$ cat config.mk
export PLATFORM = sky130hd
export DESIGN_NAME = tmr_slave_ctl
export DESIGN_NICKNAME = d
export VERILOG_FILES = /design/src/rtl/tmr_slave_pkg.sv /design/src/rtl/tmr_trig_sync.sv /design/src/rtl/tmr_run_fsm.sv /design/src/rtl/tmr_cnt_core.sv /design/src/rtl/tmr_slave_ctl.sv
export SDC_FILE = /design/constraint.sdc
export NUM_CORES = 1
export LEC_CHECK = 0
export BUFFER_PORTS_ARGS = -buffer_cell sky130_fd_sc_hd__buf_2
export CORE_MARGIN = 5
export CORE_UTILIZATION = 50
export CTS_CLUSTER_DIAMETER = 40
export DETAILED_ROUTE_END_ITERATION = 6
export GPL_ROUTABILITY_DRIVEN = 0
export PLACE_DENSITY_LB_ADDON = 0.2
export SYNTH_ARGS = -nofsm -noshare
export SYNTH_HDL_FRONTEND = slang
export SYNTH_SLANG_ARGS = --single-unit
$ cat constraint.sdc
create_clock -name clk -period 3.3 [get_ports clk]
set_input_delay 0.165 -clock clk [delete_from_list [all_inputs] [get_ports clk]]
set_output_delay 0.165 -clock clk [all_outputs]
set_load 0.03 [all_outputs]
$ cat src/rtl/tmr_slave_pkg.sv
package tmr_slave_pkg;

    typedef enum logic [1:0] {
        SM_OFF     = 2'd0,
        SM_RESTART = 2'd1,
        SM_PAUSE   = 2'd2,
        SM_TRIGGER = 2'd3
    } slave_mode_e;

    typedef enum logic {
        RS_STOP = 1'b0,
        RS_RUN  = 1'b1
    } run_state_e;

endpackage

$ cat src/rtl/tmr_trig_sync.sv
module tmr_trig_sync #(
    parameter int NSRC  = 4,
    parameter int SEL_W = (NSRC > 1) ? $clog2(NSRC) : 1
) (
    input  logic             clk,
    input  logic             rst_n,
    input  logic [NSRC-1:0]  src,
    input  logic [SEL_W-1:0] sel,
    output logic             lvl,
    output logic             rise
);
    localparam int STAGES = 3;

    logic [STAGES-1:0] chain_q;
    logic              picked;

    always_comb begin
        picked = 1'b0;
        for (int i = 0; i < NSRC; i++) begin
            if (sel == SEL_W'(i)) picked = src[i];
        end
    end

    always_ff @(posedge clk or negedge rst_n) begin
        if (!rst_n) chain_q <= '0;
        else        chain_q <= {chain_q[STAGES-2:0], picked};
    end

    assign lvl  = chain_q[1];
    assign rise = chain_q[1] & ~chain_q[2];

endmodule

$ cat src/rtl/tmr_run_fsm.sv
module tmr_run_fsm
    import tmr_slave_pkg::*;
(
    input  logic        clk,
    input  logic        rst_n,
    input  slave_mode_e mode,
    input  logic        trig_rise,
    input  logic        trig_lvl,
    input  logic        en_set,
    input  logic        en_clr,
    output logic        go,
    output logic        run_en
);
    run_state_e state_q, state_d;

    always_comb begin
        state_d = state_q;
        unique case (state_q)
            RS_STOP: if (!en_clr && (en_set || (mode == SM_TRIGGER && trig_rise)))
                         state_d = RS_RUN;
            RS_RUN:  if (en_clr) state_d = RS_STOP;
            default: state_d = RS_STOP;
        endcase
    end

    always_ff @(posedge clk or negedge rst_n) begin
        if (!rst_n) state_q <= RS_STOP;
        else        state_q <= state_d;
    end

    always_comb begin
        run_en = 1'b0;
        go     = 1'b0;
        unique case (state_q)
            RS_STOP: begin
                run_en = 1'b0;
                go     = 1'b0;
            end
            RS_RUN: begin
                run_en = 1'b1;
                go     = (mode != SM_PAUSE) || trig_lvl;
            end
            default: ;
        endcase
    end

    AST_TRIG_NO_STOP: assert property (@(posedge clk) disable iff (!rst_n)
        (state_q == RS_RUN && !en_clr) |=> (state_q == RS_RUN));

endmodule

$ cat src/rtl/tmr_cnt_core.sv
module tmr_cnt_core #(
    parameter int              CNT_W      = 16,
    parameter int              PSC_W      = 8,
    parameter logic [CNT_W-1:0] RELOAD_RST = '1
) (
    input  logic             clk,
    input  logic             rst_n,
    input  logic             go,
    input  logic             restart_hit,
    input  logic             sw_ug,
    input  logic             upd_dis,
    input  logic             dir_down,
    input  logic [CNT_W-1:0] reload_pre,
    input  logic [PSC_W-1:0] psc_pre,
    output logic [CNT_W-1:0] cnt,
    output logic [CNT_W-1:0] reload_act,
    output logic [PSC_W-1:0] psc_act,
    output logic             upd_evt
);
    logic [CNT_W-1:0] cnt_q, rld_q;
    logic [PSC_W-1:0] pdiv_q, pcnt_q;
    logic             upd_q;
    logic             reinit, psc_tick, at_end, wrap, upd_now;
    logic [CNT_W-1:0] reload_src;

    assign reinit     = sw_ug | restart_hit;
    assign psc_tick   = go && (pcnt_q >= pdiv_q);
    assign at_end     = dir_down ? (cnt_q == '0) : (cnt_q >= rld_q);
    assign wrap       = psc_tick && at_end && !reinit;
    assign upd_now    = sw_ug | (!upd_dis & (restart_hit | wrap));
    assign reload_src = upd_now ? reload_pre : rld_q;

    always_ff @(posedge clk or negedge rst_n) begin
        if (!rst_n) begin
            cnt_q  <= '0;
            rld_q  <= RELOAD_RST;
            pdiv_q <= '0;
            pcnt_q <= '0;
            upd_q  <= 1'b0;
        end else begin
            upd_q <= upd_now;
            if (upd_now) begin
                rld_q  <= reload_pre;
                pdiv_q <= psc_pre;
            end
            if (reinit)        pcnt_q <= '0;
            else if (psc_tick) pcnt_q <= '0;
            else if (go)       pcnt_q <= pcnt_q + 1'b1;
            if (reinit) begin
                cnt_q <= dir_down ? reload_src : '0;
            end else if (psc_tick) begin
                if (at_end)        cnt_q <= dir_down ? reload_src : '0;
                else if (dir_down) cnt_q <= cnt_q - 1'b1;
                else               cnt_q <= cnt_q + 1'b1;
            end
        end
    end

    assign cnt        = cnt_q;
    assign reload_act = rld_q;
    assign psc_act    = pdiv_q;
    assign upd_evt    = upd_q;

    AST_REINIT_UP_ZERO: assert property (@(posedge clk) disable iff (!rst_n)
        (reinit && !dir_down) |=> (cnt_q == '0));

endmodule

$ cat src/rtl/tmr_slave_ctl.sv
module tmr_slave_ctl
    import tmr_slave_pkg::*;
#(
    parameter int NSRC  = 4,
    parameter int SEL_W = (NSRC > 1) ? $clog2(NSRC) : 1,
    parameter int CNT_W = 16,
    parameter int PSC_W = 8
) (
    input  logic             clk,
    input  logic             rst_n,
    input  logic [NSRC-1:0]  trig_src,
    input  logic [SEL_W-1:0] trig_sel,
    input  logic [1:0]       mode_sel,
    input  logic             upd_dis,
    input  logic             dir_down,
    input  logic [CNT_W-1:0] reload_pre,
    input  logic [PSC_W-1:0] psc_pre,
    input  logic             en_set,
    input  logic             en_clr,
    input  logic             ug_set,
    input  logic             tef_clr,
    output logic [CNT_W-1:0] cnt_val,
    output logic [CNT_W-1:0] reload_act,
    output logic [PSC_W-1:0] psc_act,
    output logic             cnt_en,
    output logic             tef,
    output logic             ug_bit,
    output logic             upd_evt
);
    slave_mode_e mode;
    logic        trig_lvl, trig_rise, hw_edge, restart_hit, go;
    logic        tef_q, ug_q;

    assign mode        = slave_mode_e'(mode_sel);
    assign hw_edge     = trig_rise && (mode != SM_OFF);
    assign restart_hit = hw_edge && (mode == SM_RESTART);

    tmr_trig_sync #(.NSRC(NSRC), .SEL_W(SEL_W)) u_sync (
        .clk  (clk),
        .rst_n(rst_n),
        .src  (trig_src),
        .sel  (trig_sel),
        .lvl  (trig_lvl),
        .rise (trig_rise)
    );

    tmr_run_fsm u_fsm (
        .clk      (clk),
        .rst_n    (rst_n),
        .mode     (mode),
        .trig_rise(trig_rise),
        .trig_lvl (trig_lvl),
        .en_set   (en_set),
        .en_clr   (en_clr),
        .go       (go),
        .run_en   (cnt_en)
    );

    tmr_cnt_core #(.CNT_W(CNT_W), .PSC_W(PSC_W)) u_core (
        .clk        (clk),
        .rst_n      (rst_n),
        .go         (go),
        .restart_hit(restart_hit),
        .sw_ug      (ug_set),
        .upd_dis    (upd_dis),
        .dir_down   (dir_down),
        .reload_pre (reload_pre),
        .psc_pre    (psc_pre),
        .cnt        (cnt_val),
        .reload_act (reload_act),
        .psc_act    (psc_act),
        .upd_evt    (upd_evt)
    );

    always_ff @(posedge clk or negedge rst_n) begin
        if (!rst_n) begin
            tef_q <= 1'b0;
            ug_q  <= 1'b0;
        end else begin
            ug_q <= ug_set | restart_hit;
            if (hw_edge)      tef_q <= 1'b1;
            else if (tef_clr) tef_q <= 1'b0;
        end
    end

    assign tef    = tef_q;
    assign ug_bit = ug_q;

    AST_NO_UPD_WHEN_DIS: assert property (@(posedge clk) disable iff (!rst_n)
        (restart_hit && upd_dis && !ug_set) |=> !upd_evt);
    AST_TEF_STICKY: assert property (@(posedge clk) disable iff (!rst_n)
        (tef && !tef_clr) |=> tef);
    AST_PAUSE_FREEZE: assert property (@(posedge clk) disable iff (!rst_n)
        (mode == SM_PAUSE && !trig_lvl && !ug_set) |=> $stable(cnt_val));
    AST_STOP_FREEZE: assert property (@(posedge clk) disable iff (!rst_n)
        (!cnt_en && !ug_set && !restart_hit) |=> $stable(cnt_val));
    AST_UG_PULSE: assert property (@(posedge clk) disable iff (!rst_n)
        (ug_bit && !ug_set && !restart_hit) |=> !ug_bit);

endmodule

==> run metrics, run 1 <==
register area share after synthesis=0.3645; Post-synth EDFFs=0; Clock H-tree levels=2; Vias/cell=5.491; Worst Skew=0.005489 ns; DRT antenna net count=0; ys async rst share=1.000; Chip Width=97.54 um; Synth area leader=dfrtp_1; clock period minus worst slack=2.933 ns; ant diodes=0; mapped cell area=3831 sq um; max incr delay on CP=0.56 ns; worst-skew pair later-pin latency=0.31 ns; initial antenna violation count=0; RSZ-0062 raised after global routing=false; Area Growth Syn to Fin=18.65%; ratio of cells with drive above 1 in the final layout=0.3292; core area=7607 sq um; Final setup viols=0; syn nets=468; HPWL after detailed placement=6994 um; DRC violations left=0; Buf+Inv Stages, Crit Path=2; First-pass DRT Iterations=4; clock buffer depth=2; Syn. warnings=0; die area=9513 sq um; final hold vios=0; Crit path max-delay family=compound AO/OA/AOI/OAI gates; register bit count reported by yosys=55; initial core utilization=0.5036; global route total overflow=0; Pleak=2.271 nW; most common cell after layout, fill and taps aside=buf_2; crit-path cells=inv_1 > ha_1 > a211oi_1 > o21ai_0 > a21oi_1 > o21ai_1 > o21ai_4 > buf_12 > mux2_4 > a221o_1; fmax=340.9 MHz; Mapped Cells=388; Inst Count DP=570; Critical Path AT=3.14 ns; slowest CP cell=dfstp_2; Overall Global Routing Usage=0.1978; actual slew at the worst max-slew pin=0.8423 ns; vias=3,212; most frequent cells in the layout=buf_2, ha_1, dfrtp_1; Post-Layout Cell Count=585; CTS tree=done; HP Start=tef_clr; status=complete, no violations; PortBufs=83; vias in the first global route=3,323; post_cts resized=0; clk slew on worst S/H paths=0.09 ns; Synth area leaders=dfrtp_1, ha_1, dfstp_2; worst path required time=3.50 ns; largest net degree at the start of global routing=39; post-route setup TNS=0 ns; worst-path fanout max=11; DRT iter0 DRCs=100; R2R Setup Slk=0.37 ns; maximum vdd ir drop=705.6 uV; first-pass GRT wire length=15,690 um; top-area cell type share of the netlist area=0.2547; IO Pins=84; # nets final=562; Pins Over Slew Limit=0; reg-to-reg startpoint=u_core.reload_act[2]$_DFF_PN1_; power per standard cell area=873.0 nW/um^2; Rows=32; Post-synth top flop=dfrtp_1; final wirelength=9189 um; WL/cell=15.71 um; CTS Buf Count=5; clk sinks=55; Slew HR=0.4385; Worst setup EP type=flip-flop; Die Ht=97.54 um; WHS=0.04040 ns; Crit. Startpoint=u_core.reload_act[2]$_DFF_PN1_; Hold Path Class=in2reg; synth unique cells=62; Max Cap Viol=0; Mean Syn Cell Area=9.874 sq um; crit path launch type=flip-flop; Crit Path Category=reg2reg; period utilisation layout=0.8888; CTS Root Cell=clkbuf_8
## layer usage
metal | part of all wire | routed length [um] | GRT usage | vias to the layer above
met1 | 0.47 | 4325 | 0.2571 | 1512
met4 | 0.014 | 133 | 0.05857 | 0
li1 | - | - | - | 1597
met3 | 0.052 | 477 | 0.04092 | 14
met2 | 0.46 | 4253 | 0.3316 | 89
met5 | 0 | 0 | 0 | -
## kinds of logic (layout without fill, tap and decap cells)
| kind of cell | Yosys count | after routing | share of synthesized area |
|---|---|---|---|
| fa+ha+maj | 40 | 40 | 0.1326 |
| compound gates | 91 | 91 | 0.1695 |
| simple gates | 111 | 111 | 0.1486 |
| mux | 28 | 28 | 0.08981 |
| flops | 55 | 55 | 0.3645 |
| buf+inv | 46 | 141 | 0.05617 |
| xor+xnor | 17 | 17 | 0.03886 |
## worst register-to-register path, stage by stage (launching register included)
cell,delay [ns]
dfstp_2,0.56
inv_1,0.05
ha_1,0.29
a211oi_1,0.24
o21ai_0,0.12
a21oi_1,0.24
o21ai_1,0.25
o21ai_4,0.29
buf_12,0.18
mux2_4,0.32
a221o_1,0.29
## per-stage QoR
step / setup WS [ns] / power (mW) / instance area (sq um) / utilization
5_1_grt: 0.1561 / 4.309 / 4546 / 0.5975
6_report: 0.3670 / 3.969 / 4546 / 0.5975
3_5_place_dp: 0.1615 / 3.424 / 4343 / 0.5709
3_3_place_gp: 0.3102 / 3.368 / 4343 / 0.5709
4_1_cts: 0.1098 / 3.971 / 4496 / 0.5910
2_1_floorplan: 0.5929 / 2.845 / 3831 / -
## cell usage after synthesis, drive strengths merged (5+ instances only)
cell     number
dfrtp        39
ha           39
inv          36
nand2        32
a21oi        25
mux2         23
o21ai        22
nor2         20
dfstp        16
nand3        13
xnor2        10
and3          9
nor3          7
xor2          7
clkbuf        6
a2111oi       5
a221o         5
a31oi         5
nor4          5
or2           5
## final cells by class
class,count,area (sq um)
inverters,37,138.9
clock inverters,2,60.06
repair buffers,96,530.5
flip-flops and latches,55,1396
fillers,680,3062
multi-input cells,287,2220
clock buffers,6,72.57
well taps,102,127.6
## worst paths after layout
path                                                   to  cells past startpoint
hold reg to reg               u_sync.chain_q[1]$_DFF_PN0_                      0
setup / recovery                u_core.cnt[6]$_DFFE_PN0P_                     10
min in group asynchronous   u_core.psc_act[7]$_DFFE_PN0N_                      2
hold / removal                            tef$_DFFE_PN0P_                      2
setup reg to reg                u_core.cnt[6]$_DFFE_PN0P_                     10
max in group asynchronous  u_core.reload_act[5]$_DFF_PN1_                      3
## registers in the layout (all words and copies together), names as in the netlist
signal and cells:
ug_bit 1, tef 1, u_core.upd_evt 1, u_core.psc_act 8, u_fsm.state_q 1, u_core.reload_act 16, u_core.pcnt_q 8, u_sync.chain_q 3
u_core.cnt 16
## power breakdown
part | switching (mW) | internal [mW]
Combinational | 1.34 | 0.886
Sequential | 0.258 | 0.956
Clock | 0.222 | 0.303
## repair_timing
item	4_1_cts	5_1_grt
setup endpoints to repair	0	18
hold buffers	2	0
setup buffers	0	5
hold endpoints to repair	28	0
Note: power is estimated with default switching activity, not from simulation.
==> run 2: changes to the inputs <==
PLACE_DENSITY_LB_ADDON = 0.3   (was 0.2)
==> run 2 against run 1 <==
Against the previous run: clock power down 14%; largest cell class unchanged; highest routed layer unchanged; flip-flop and latch count unchanged; combinational power about the same; largest power group unchanged.
==> run metrics, run 2 (same netlist as run 1, synthesis figures left out) <==
Worst Skew=0.01532 ns; Critical Path AT=3.23 ns; DRT iter0 DRCs=138; Crit path max-delay family=compound AO/OA/AOI/OAI gates; clock buffer depth=2; most common cell after layout, fill and taps aside=buf_2; Slew HR=0.5813; final hold vios=0; Buf+Inv Stages, Crit Path=1; Final setup viols=0; Max Cap Viol=0; largest net degree at the start of global routing=32; Vias/cell=5.583; WHS=0.02584 ns; initial core utilization=0.5036; Worst setup EP type=flip-flop; crit path launch type=flip-flop; DRT antenna net count=0; IO Pins=84; CTS Buf Count=5; post-route setup TNS=0 ns; max incr delay on CP=0.60 ns; Chip Width=97.54 um; fillers=690; HPWL after detailed placement=7062 um; clock period minus worst slack=3.039 ns; Pleak=2.232 nW; # nets final=558; Crit Path Category=reg2reg; global route total overflow=0; First-pass DRT Iterations=4; HP Start=tef_clr; first-pass GRT wire length=15,720 um; R2R Setup Slk=0.26 ns; initial antenna violation count=0; clk sinks=55; post-CTS setup buffer count=0; core area=7607 sq um; worst-path fanout max=12; PortBufs=83; Rows=32; WL/cell=16.06 um; fmax=329.1 MHz; CTS tree=done; status=complete, no violations; die area=9513 sq um; Area Growth Syn to Fin=16.98%; Overall Global Routing Usage=0.1977; reg-to-reg startpoint=u_core.reload_act[2]$_DFF_PN1_; CTS Root Cell=clkbuf_8; actual slew at the worst max-slew pin=0.6238 ns; period utilisation layout=0.9208; Die Ht=97.54 um; vias=3,244; Crit. Startpoint=u_core.reload_act[2]$_DFF_PN1_; Clock H-tree levels=2; slowest CP cell=o21ai_4; vias in the first global route=3,298; power per standard cell area=871.5 nW/um^2; DRC violations left=0; worst-skew pair later-pin latency=0.32 ns; RSZ-0062 raised after global routing=false; worst path required time=3.49 ns; ant diodes=0; ratio of cells with drive above 1 in the final layout=0.3236; crit-path cells=inv_1 > ha_1 > a211oi_1 > o21ai_0 > a21oi_1 > o21ai_1 > o21ai_4 > mux2_4 > a221o_1; final wirelength=9333 um; Pins Over Slew Limit=0; Hold Path Class=in2reg; final core occ=0.5891; most frequent cells in the layout=buf_2, ha_1, dfrtp_1; clk slew on worst S/H paths=0.11 ns; maximum vdd ir drop=367.5 uV
## run 2: cell type report
class	count	area [sq um]	area share
Multi-Input combinational cell	288	2228	0.4972
Clock buffer	6	72.57	0.01619
Timing Repair Buffer	91	480.5	0.1072
Sequential cell	55	1396	0.3116
Tap cell	102	127.6	0.02848
Inverter	37	138.9	0.03099
Clock inverter	2	37.54	0.008375
## run 2: worst paths after layout
kind	endpoint	depth (start not counted)
setup / recovery	u_core.cnt[6]$_DFFE_PN0P_	9
hold / removal	tef$_DFFE_PN0P_	2
setup reg to reg	u_core.cnt[6]$_DFFE_PN0P_	9
hold reg to reg	u_sync.chain_q[1]$_DFF_PN0_	0
max in group asynchronous	u_core.reload_act[5]$_DFF_PN1_	3
min in group asynchronous	u_core.pcnt_q[7]$_DFFE_PN0P_	2
## run 2: repair_timing
action,in CTS,in global routing
endpoints found under the hold margin,15,0
setup endpoints to repair,0,15
resized for setup,0,0
hold buffers,2,0
## run 2: through the flow
step                      worst slack (ns)  cells  power [mW]  instance area (sq um)
after global routing               0.01970    581       4.229                   4482
after floorplan                     0.5929    388       2.845                   3831
after detailed placement            0.1701    570       3.448                   4343
final                               0.2613    581       3.906                   4482
after CTS                           0.1574    580       3.919                   4473
after global placement              0.2425    570       3.374                   4343
## run 2: power by group
part / internal, mW / total [mW] / switching, mW
Clock: 0.227 / 0.454 / 0.227
Sequential: 0.955 / 1.21 / 0.251
Combinational: 0.881 / 2.24 / 1.36
## run 2: worst reg2reg max path, stage by stage (launching register included)
cell      delay, ns
dfstp_2        0.56
inv_1          0.05
ha_1           0.28
a211oi_1       0.22
o21ai_0        0.11
a21oi_1        0.20
o21ai_1        0.26
o21ai_4        0.60
mux2_4         0.36
a221o_1        0.29
## run 2: routing by layer
metal  wire, um  vias up  GRT usage
li1           -     1586          -
met1       4242     1563     0.2591
met2       4502       86     0.3353
met3        506        9    0.03805
met4         81        0    0.05005
met5          0        -          0
